### config.mk
export PLATFORM = sky130hd
export DESIGN_NAME = cmpl_queue
export DESIGN_NICKNAME = d
export VERILOG_FILES = /design/src/rtl/cmpl_queue_pkg.sv /design/src/rtl/cq_alloc.sv /design/src/rtl/cq_store.sv /design/src/rtl/cq_retire.sv /design/src/rtl/cmpl_queue.sv
export SDC_FILE = /design/constraint.sdc
export NUM_CORES = 1
export LEC_CHECK = 0
export CELL_PAD_IN_SITES_DETAIL_PLACEMENT = 0
export CELL_PAD_IN_SITES_GLOBAL_PLACEMENT = 2
export CORE_MARGIN = 2
export CORE_UTILIZATION = 43
export DETAILED_ROUTE_END_ITERATION = 7
export DONT_BUFFER_PORTS = 1
export PLACE_DENSITY_LB_ADDON = 0.1
export SYNTH_ARGS = -nofsm -noshare
export SYNTH_HDL_FRONTEND = slang
export SYNTH_SLANG_ARGS = --single-unit
### constraint.sdc
create_clock -name clk_i -period 8.5 [get_ports clk_i]
set_clock_uncertainty 0.15 [all_clocks]
set_input_delay 1.275 -clock clk_i [delete_from_list [all_inputs] [get_ports clk_i]]
set_output_delay 1.275 -clock clk_i [all_outputs]
set_load 0.05 [all_outputs]
### src/rtl/cmpl_queue_pkg.sv
package cmpl_queue_pkg;

  localparam int IDX_W = 5;

  typedef enum logic [1:0] {
    KIND_OP       = 2'd0,
    KIND_BR_NOREG = 2'd1,
    KIND_BR_REG   = 2'd2,
    KIND_RSVD     = 2'd3
  } kind_e;

  typedef enum logic [1:0] {
    DST_GPR = 2'd0,
    DST_FPR = 2'd1,
    DST_LR  = 2'd2,
    DST_CTR = 2'd3
  } dst_e;

  typedef struct packed {
    logic             valid;
    logic             done;
    dst_e             dst;
    logic [IDX_W-1:0] idx;
  } meta_t;

  function automatic int ring_add(int p, int n, int depth);
    return (p + n) % depth;
  endfunction

  // distance walking forward from 'from' to 'to'
  function automatic int ring_dist(int from, int to, int depth);
    return (to + depth - from) % depth;
  endfunction

endpackage

### src/rtl/cq_alloc.sv
module cq_alloc
  import cmpl_queue_pkg::*;
#(
  parameter int DEPTH  = 6,
  parameter int DISP_N = 2,
  parameter int PTR_W  = 3,
  parameter int CNT_W  = 3
) (
  input  logic [DISP_N-1:0]            valid_i,
  input  logic [DISP_N-1:0][1:0]       kind_i,
  input  logic                         flush_i,
  input  logic [CNT_W-1:0]             count_i,
  input  logic [PTR_W-1:0]             tail_i,
  output logic [DISP_N-1:0]            ack_o,
  output logic [DISP_N-1:0]            take_o,
  output logic [DISP_N-1:0]            issue_o,
  output logic [DISP_N-1:0][PTR_W-1:0] slot_o,
  output logic [CNT_W-1:0]             n_take_o
);

  always_comb begin
    int   used;
    int   free;
    logic blocked;
    free    = DEPTH - int'(count_i);
    used    = 0;
    blocked = flush_i;
    for (int l = 0; l < DISP_N; l++) begin
      ack_o[l]   = 1'b0;
      take_o[l]  = 1'b0;
      issue_o[l] = 1'b0;
      slot_o[l]  = PTR_W'(ring_add(int'(tail_i), used, DEPTH));
      if (valid_i[l] && !blocked) begin
        if (kind_e'(kind_i[l]) == KIND_BR_NOREG) begin
          ack_o[l] = 1'b1;
        end else if (used < free) begin
          ack_o[l]   = 1'b1;
          take_o[l]  = 1'b1;
          issue_o[l] = (kind_e'(kind_i[l]) != KIND_BR_REG);
          used       = used + 1;
        end else begin
          blocked = 1'b1;  // keep program order across lanes
        end
      end
    end
    n_take_o = CNT_W'(used);
  end

endmodule

### src/rtl/cq_store.sv
module cq_store
  import cmpl_queue_pkg::*;
#(
  parameter int DEPTH  = 6,
  parameter int DISP_N = 2,
  parameter int FIN_N  = 2,
  parameter int DATA_W = 32,
  parameter int PTR_W  = 3
) (
  input  logic                             clk_i,
  input  logic                             rst_ni,
  input  logic [DISP_N-1:0]                wr_en_i,
  input  logic [DISP_N-1:0][PTR_W-1:0]     wr_slot_i,
  input  logic [DISP_N-1:0]                wr_done_i,
  input  logic [DISP_N-1:0][1:0]           wr_dst_i,
  input  logic [DISP_N-1:0][IDX_W-1:0]     wr_idx_i,
  input  logic [DISP_N-1:0][DATA_W-1:0]    wr_data_i,
  input  logic [FIN_N-1:0]                 fin_en_i,
  input  logic [FIN_N-1:0][PTR_W-1:0]      fin_slot_i,
  input  logic [FIN_N-1:0][DATA_W-1:0]     fin_data_i,
  input  logic [DEPTH-1:0]                 clr_i,
  output meta_t [DEPTH-1:0]                meta_o,
  output logic [DEPTH-1:0][DATA_W-1:0]     data_o
);

  meta_t [DEPTH-1:0]             meta_q;
  logic  [DEPTH-1:0][DATA_W-1:0] data_q;

  for (genvar e = 0; e < DEPTH; e++) begin : g_slot
    always_ff @(posedge clk_i or negedge rst_ni) begin
      if (!rst_ni) begin
        meta_q[e] <= '0;
        data_q[e] <= '0;
      end else begin
        // later writes win: finish, then allocate, then clear
        for (int f = 0; f < FIN_N; f++) begin
          if (fin_en_i[f] && fin_slot_i[f] == PTR_W'(e) && meta_q[e].valid) begin
            meta_q[e].done <= 1'b1;
            data_q[e]      <= fin_data_i[f];
          end
        end
        for (int l = 0; l < DISP_N; l++) begin
          if (wr_en_i[l] && wr_slot_i[l] == PTR_W'(e)) begin
            meta_q[e].valid <= 1'b1;
            meta_q[e].done  <= wr_done_i[l];
            meta_q[e].dst   <= dst_e'(wr_dst_i[l]);
            meta_q[e].idx   <= wr_idx_i[l];
            data_q[e]       <= wr_data_i[l];
          end
        end
        if (clr_i[e]) begin
          meta_q[e].valid <= 1'b0;
          meta_q[e].done  <= 1'b0;
        end
      end
    end
  end

  assign meta_o = meta_q;
  assign data_o = data_q;

endmodule

### src/rtl/cq_retire.sv
module cq_retire
  import cmpl_queue_pkg::*;
#(
  parameter int DEPTH  = 6,
  parameter int RET_N  = 2,
  parameter int DATA_W = 32,
  parameter int PTR_W  = 3,
  parameter int CNT_W  = 3
) (
  input  meta_t [DEPTH-1:0]              meta_i,
  input  logic [DEPTH-1:0][DATA_W-1:0]   data_i,
  input  logic [PTR_W-1:0]               head_i,
  input  logic                           flush_i,
  output logic [RET_N-1:0]               valid_o,
  output logic [RET_N-1:0][1:0]          dst_o,
  output logic [RET_N-1:0][IDX_W-1:0]    idx_o,
  output logic [RET_N-1:0][DATA_W-1:0]   data_o,
  output logic [DEPTH-1:0]               clr_o,
  output logic [CNT_W-1:0]               n_ret_o
);

  always_comb begin
    logic             stop;
    logic [PTR_W-1:0] s;
    int               n;
    stop  = flush_i;
    n     = 0;
    clr_o = '0;
    for (int r = 0; r < RET_N; r++) begin
      s          = PTR_W'(ring_add(int'(head_i), r, DEPTH));
      valid_o[r] = 1'b0;
      dst_o[r]   = meta_i[s].dst;
      idx_o[r]   = meta_i[s].idx;
      data_o[r]  = data_i[s];
      if (!stop && meta_i[s].valid && meta_i[s].done) begin
        valid_o[r] = 1'b1;
        clr_o[s]   = 1'b1;
        n          = n + 1;
      end else begin
        stop = 1'b1;  // strict program order
      end
    end
    n_ret_o = CNT_W'(n);
  end

endmodule

### src/rtl/cmpl_queue.sv
module cmpl_queue
  import cmpl_queue_pkg::*;
#(
  parameter  int DEPTH  = 6,
  parameter  int DISP_N = 2,
  parameter  int RET_N  = 2,
  parameter  int FIN_N  = 2,
  parameter  int DATA_W = 32,
  localparam int PTR_W  = $clog2(DEPTH),
  localparam int CNT_W  = $clog2(DEPTH + 1)
) (
  input  logic                          clk_i,
  input  logic                          rst_ni,
  input  logic [DISP_N-1:0]             disp_valid_i,
  input  logic [DISP_N-1:0][1:0]        disp_kind_i,
  input  logic [DISP_N-1:0][1:0]        disp_dst_i,
  input  logic [DISP_N-1:0][IDX_W-1:0]  disp_idx_i,
  input  logic [DISP_N-1:0][DATA_W-1:0] disp_value_i,
  output logic [DISP_N-1:0]             disp_ack_o,
  output logic [DISP_N-1:0][PTR_W-1:0]  disp_tag_o,
  output logic [DISP_N-1:0]             issue_o,
  input  logic [FIN_N-1:0]              fin_valid_i,
  input  logic [FIN_N-1:0][PTR_W-1:0]   fin_tag_i,
  input  logic [FIN_N-1:0][DATA_W-1:0]  fin_data_i,
  input  logic                          flush_i,
  input  logic [PTR_W-1:0]              flush_tag_i,
  output logic [RET_N-1:0]              commit_valid_o,
  output logic [RET_N-1:0][1:0]         commit_dst_o,
  output logic [RET_N-1:0][IDX_W-1:0]   commit_idx_o,
  output logic [RET_N-1:0][DATA_W-1:0]  commit_data_o,
  output logic                          full_o,
  output logic                          empty_o,
  output logic [CNT_W-1:0]              count_o
);

  logic [PTR_W-1:0] head_q, tail_q;
  logic [CNT_W-1:0] count_q;

  logic [DISP_N-1:0] take;
  logic [DISP_N-1:0] wr_done;
  logic [CNT_W-1:0]  n_take, n_ret;
  logic [DEPTH-1:0]  ret_clr, kill;

  meta_t [DEPTH-1:0]             meta;
  logic  [DEPTH-1:0][DATA_W-1:0] data;

  logic             flush_hit;
  logic [CNT_W-1:0] keep_cnt;

  cq_alloc #(
    .DEPTH(DEPTH), .DISP_N(DISP_N), .PTR_W(PTR_W), .CNT_W(CNT_W)
  ) u_alloc (
    .valid_i  (disp_valid_i),
    .kind_i   (disp_kind_i),
    .flush_i  (flush_i),
    .count_i  (count_q),
    .tail_i   (tail_q),
    .ack_o    (disp_ack_o),
    .take_o   (take),
    .issue_o  (issue_o),
    .slot_o   (disp_tag_o),
    .n_take_o (n_take)
  );

  for (genvar l = 0; l < DISP_N; l++) begin : g_wr_done
    assign wr_done[l] = (kind_e'(disp_kind_i[l]) == KIND_BR_REG);
  end

  cq_store #(
    .DEPTH(DEPTH), .DISP_N(DISP_N), .FIN_N(FIN_N), .DATA_W(DATA_W), .PTR_W(PTR_W)
  ) u_store (
    .clk_i      (clk_i),
    .rst_ni     (rst_ni),
    .wr_en_i    (take),
    .wr_slot_i  (disp_tag_o),
    .wr_done_i  (wr_done),
    .wr_dst_i   (disp_dst_i),
    .wr_idx_i   (disp_idx_i),
    .wr_data_i  (disp_value_i),
    .fin_en_i   (fin_valid_i),
    .fin_slot_i (fin_tag_i),
    .fin_data_i (fin_data_i),
    .clr_i      (ret_clr | kill),
    .meta_o     (meta),
    .data_o     (data)
  );

  cq_retire #(
    .DEPTH(DEPTH), .RET_N(RET_N), .DATA_W(DATA_W), .PTR_W(PTR_W), .CNT_W(CNT_W)
  ) u_retire (
    .meta_i  (meta),
    .data_i  (data),
    .head_i  (head_q),
    .flush_i (flush_i),
    .valid_o (commit_valid_o),
    .dst_o   (commit_dst_o),
    .idx_o   (commit_idx_o),
    .data_o  (commit_data_o),
    .clr_o   (ret_clr),
    .n_ret_o (n_ret)
  );

  // flush only acts on an occupied slot
  always_comb begin
    flush_hit = flush_i && (int'(flush_tag_i) < DEPTH) && meta[flush_tag_i].valid;
    keep_cnt  = CNT_W'(ring_dist(int'(head_q), int'(flush_tag_i), DEPTH));
    for (int e = 0; e < DEPTH; e++) begin
      kill[e] = flush_hit && (ring_dist(int'(head_q), e, DEPTH) >= int'(keep_cnt));
    end
  end

  always_ff @(posedge clk_i or negedge rst_ni) begin
    if (!rst_ni) begin
      head_q  <= '0;
      tail_q  <= '0;
      count_q <= '0;
    end else begin
      head_q <= PTR_W'(ring_add(int'(head_q), int'(n_ret), DEPTH));
      if (flush_hit) begin
        tail_q  <= flush_tag_i;
        count_q <= keep_cnt;
      end else begin
        tail_q  <= PTR_W'(ring_add(int'(tail_q), int'(n_take), DEPTH));
        count_q <= count_q + n_take - n_ret;
      end
    end
  end

  assign count_o = count_q;
  assign full_o  = (int'(count_q) == DEPTH);
  assign empty_o = (count_q == '0);

endmodule

* Word-level counts from Yosys, hierarchy flattened
Cells that the tools add are included. W data, S select, Z words.
Cells by class: $add $sub $neg 17, div/mod/pow operators 13, $lt $le $gt $ge 14, equality and inequality tests 27, mux-type cells 102, bitwise operators 2, reduce and logical (&&, ||, !) cells 84
Operator list (count):
- $mux W32 | 28
- $mod A32 B4 Y32 const B | 11
- $bmux W32 S3 | 2
- $ge A32 B4 Y1 | 6
- $mux W9 | 15
- $bmux W9 S3 | 3
- $mod A4 B4 Y32 const B | 2
- $logic_and A1 B1 Y1 | 52
- $mux W1 | 38
- $add A4 B32 Y32 | 1
- $lt A32 B4 Y1 | 1
- $reduce_bool A5 Y1 | 6
- $eq A3 B2 Y1 const B | 9
- $eq A3 B3 Y1 const B | 8
- $reduce_bool A4 Y1 | 6
- $sub A4 B3 Y5 const A | 4
- $mux W3 | 6
- $reduce_bool A3 Y1 | 6
- $logic_not A3 Y1 | 5
- $eq A3 B1 Y1 const B | 4
- $lt A3 B4 Y1 const B | 3
- $mux W2 | 6
- $mux W6 | 2
- $or A6 B6 Y6 | 2
- other kinds (18) | 33
Word-level totals: register bits after elaboration 255, output and inout bits 95, logic and storage cells 292

* Logic depth before layout (Yosys ltp)
depth after elaboration 12, gate-level depth with buffers 20, depth with buffers taken out 20

* Cells and area by module
Synthesis repeated with hierarchy kept, for this count alone.
Second synthesis, totals: cell total of the unflattened synthesis 2528, area, all modules 22138.7 µm²
Modules (own cells, without submodules):
- cq_store | instances 1, cells an instance 1454, area each 14551.5 µm², seq. area each 6155.9 µm²
- cq_retire | instances 1, cells an instance 696, area each 4596.9 µm², seq. area each 0.0 µm²
- cmpl_queue | instances 1, cells an instance 316, area each 2568.7 µm², seq. area each 225.2 µm²
- cq_alloc | instances 1, cells an instance 62, area each 421.7 µm², seq. area each 0.0 µm²

* Least setup slack after synthesis
No wires, ideal clock.
path kind input-to-reg, start input port flush_tag_i[1], end register u_store.meta_q, in the netlist u_store.meta_o[52], library setup time 0.088 ns, arrival 5.245 ns, required time 8.262 ns, slack 3.017 ns, stages 18, path buffers 0, path through inv_1 > ha_1 > inv_1 > ha_1 > fa_1 > or4bb_1 > a311o_1 > nand2_1 > a21oi_1 > a221oi_1 > nand2_1 > ha_1 > a21o_1 > a31oi_1 > a221oi_1 > o21a_1 > a211oi_1 > nor3b_1
Between the ends: word-level cells in the longest chain between the ends 7, elaborated cells on any way between the ends 13, classes of those cells add/sub: 2; div: 1; order compare: 2; mux: 3; bitwise: 1; reduce/logical: 4
Ends and longest elaborated chain:
- start, declared | line cmpl_queue.sv:26 | input logic [PTR_W-1:0] flush_tag_i,
- $add A3 B3 Y4 | line cmpl_queue_pkg.sv:32 | return (to + depth - from) % depth;
- $sub A4 B3 Y5 | line cmpl_queue_pkg.sv:32
- $mod A32 B4 Y32 | line cmpl_queue_pkg.sv:32
- $ge A32 B4 Y1 | line cmpl_queue.sv:108 | kill[e] = flush_hit && (ring_dist(int'(head_q), e, DEPTH) >= int'(keep_cnt));
- $logic_and A1 B1 Y1 * | line cmpl_queue.sv:108
- $or A6 B6 Y6 * | line cmpl_queue.sv:83 | .clr_i (ret_clr | kill),
- $reduce_bool A5 Y1 (no source line) or $mux W2 (tied branches)
- end, declared | line cq_store.sv:26 | meta_t [DEPTH-1:0] meta_q;
Every way passes the cells marked *; elsewhere a longest branch is shown, timed or not. The select of a mux whose other input is x is not followed. A chain may end at the register's enable or synchronous reset.

==> flow_summary.yaml <==
synthesis:
  yosys-top-cells-area: "dfrtp_1 30%, mux2i_1 14%, a211oi_1 10%, a21oi_1 5.3%, mux4_2 4.4%"
  ys_types: 86
  yosysMostFrequentCell: "mux2i_1"
  netlist_instances: 2581
  async_reset_ff_share_pct: 100.0
  synth-edff-count: 0
  yosys-top-cells-count: "302 x mux2i_1, 296 x a211oi_1, 255 x dfrtp_1"
  syn_avg_cell_area_um2: 8.315
  synth_top_area_share_pct: 29.73
  synth_area_mm2: 0.02146
  yosys_register_bits: 255
  yosysTopAreaCell: "dfrtp_1"
  synth_flop_cell: "dfrtp_1"
  syn_nets: 2804
  ys_warn_count: 0
  yosysSeqAreaShare_pct: 29.73
detailed_routing:
  drc_errors: 0
  vias: 20370
  viasPerCell: 6.489
  routed_wl_um: 86970
  routedWlPerCell_um: 27.71
  first_pass_iters: 7
  drt-initial-drc-count: 1827
  route.antenna.remaining_nets: 0
clock_network:
  ctsHtreeMaxLevel: 2
  cts.sinks: 255
  cts_hold_buf: 0
  cts_buffers: 34
  cts_tree: "yes"
  ctsResizeCount: 0
  postCtsSetupRepairBufs: 0
  root_buffer: "clkbuf_16"
  clk_latency_ns: 0.54
  clk_pin_slew_ns: 0.06
  clockBufferDepth: 3
global_route:
  grt_max_degree: 256
  grt_antenna_before_repair: 0
  gr-total-overflow: 0
  grt_pass1_vias: 19940
  track_usage_pct: 33.35
  grt_pass1_wl_um: 129500
sta:
  finalSetupViolCount: 0
  finalSetupTns_ns: 0
  tightest_slew_ns: 1.219
  slew_headroom_pct: 19.95
  maxSlewViolCount: 0
  min_period_ns: 6.654
  fmax_mhz: 150.3
  finalCritPeriodShare_pct: 78.28
  rsz0062_at_grt: "no"
  hold_viol: 0
final_layout:
  regArea_mm2: 0.006385
  n_antenna_cell: 0
  fill_cells: 4932
  fin_cells: 3139
  multiInputGateArea_mm2: 0.01346
  area_delta_synth_final_pct: 7.456
  drive_gt1_share_pct: 8.040
  nNetsFinal: 2676
job:
  maxCapViolCount: 0
die:
  core_mm2: 0.04915
  die_y_um: 227.4
  start_util_pct: 43.66
  rows: 81
  ios: 257
  design.die.area_mm2: 0.05172
  die_w_um: 227.4
setup_path:
  crit_fanout: 38
  rr_worst_depth: 16
  reg2reg_from: "count_o[0]"
  cp.arrival_ns: 5.23
  startpoint: "head_q[0]"
  cp-end-kind: "output port"
  worst-setup-path-type: "reg -> out"
  reg2reg_slack_ns: 2.24
  critPathLaunchType: "register"
  crit_required_ns: 7.07
  rr_endpoint: "u_store.data_o[136]"
run_status:
  status: "finished clean"
placed_design:
  place_congestion: 0.8640
  dp.cells: 3081
  dp_hpwl_um: 51780
  port_buffers: 0
power:
  finalPower_mw: 11.14
  p_per_area_mw_per_mm2: 483.1
  vdd_drop_max_mv: 0.3513
  leakagePower_nw: 10.76
hold_path:
  hold_class: "in -> async"
==> cell type report <==
cell class              instances  share of cell area, %
well taps                     664                  3.602
repair buffers                 58                  1.888
inverters                     217                  3.532
flip-flops and latches        255                  27.69
clock inverters                 9                 0.5480
clock buffers                  49                  4.373
multi-input cells            1887                  58.37
==> flip-flops by register name, summed over array words and instances (netlist names) <==
signal and count:
u_store.data_o 192, u_store.meta_o 54, count_o 3, head_q 3
tail_q 3
==> worst max-delay path, stage by stage, from the launching register on <==
cell,delay (ns)
dfrtp_4,0.87
buf_4,0.70
ha_1,0.36
xnor2_4,0.18
inv_2,0.22
nand3b_1,0.15
a21oi_4,0.80
buf_4,0.56
a222oi_1,0.16
nand3_1,0.59
==> worst max path at each step <==
stage                          endpoint
CTS                   commit_data_o[61]
finish                commit_data_o[61]
global placement    u_store.data_o[130]
floorplan            u_store.meta_o[52]
global route          commit_data_o[61]
detailed placement  u_store.data_o[136]
==> where the power goes <==
part	leakage (nW)	total (mW)	internal, mW	switching, mW
sequential	2.90	2.41	1.79	0.619
clock	0.559	1.51	0.913	0.596
combinational	7.30	7.23	2.04	5.19
total	10.8	11.1	4.74	6.40
==> metal layers <==
metal | track usage (%) | routed length (um)
met1 | 43.23 | 36690
met2 | 55.17 | 40890
met3 | 7.060 | 6667
met4 | 11.45 | 2729
met5 | 0 | 0
==> cell usage in the layout, fill, tap and decap left out, drive strengths merged, types with 6 or more instances in the layout <==
cell type  instances
and3               8
nand4              8
a221oi             7
inv              217
clkbuf            49
mux2i            302
a21o               6
xor2               6
dfrtp            255
a31oi             17
nand2b            13
a21oi            227
o21ai            119
a22oi             41
nor2             251
o22ai             40
a211oi           296
mux4              42
xnor2              7
buf               58
nor2b             17
nor3              24
nand3             54
a222oi            39
nand2            195
nor3b              9
nor4              10
ha                56
o211ai            10
==> kinds of logic (layout without fill, tap and decap cells) <==
group                    after synthesis  after routing  share of synthesized area, %
XOR/XNOR                              13             13                        0.6180
multiplexers                         344            344                         18.49
AND/OR/NAND/NOR                      622            622                         13.05
AO/OA/AOI/OAI                        847            847                         26.24
buffers and inverters                439            333                         8.133
flip-flops                           255            255                         29.73
adder cells (fa/ha/maj)               61             61                         3.731
==> through the flow <==
step | area, um^2 | setup slack, ns | utilization, % | hold slack [ns]
floorplan | 21460 | 3.017 | - | 0.3160
global placement | 21930 | 2.390 | 44.61 | 0.3393
detailed placement | 21930 | 2.126 | 44.61 | 0.3445
CTS | 23060 | 1.881 | 46.92 | 0.2569
global route | 23060 | 1.656 | 46.92 | 0.2696
finish | 23060 | 1.846 | 46.92 | 0.2827
No activity file was read; power rests on OpenSTA's default activity.
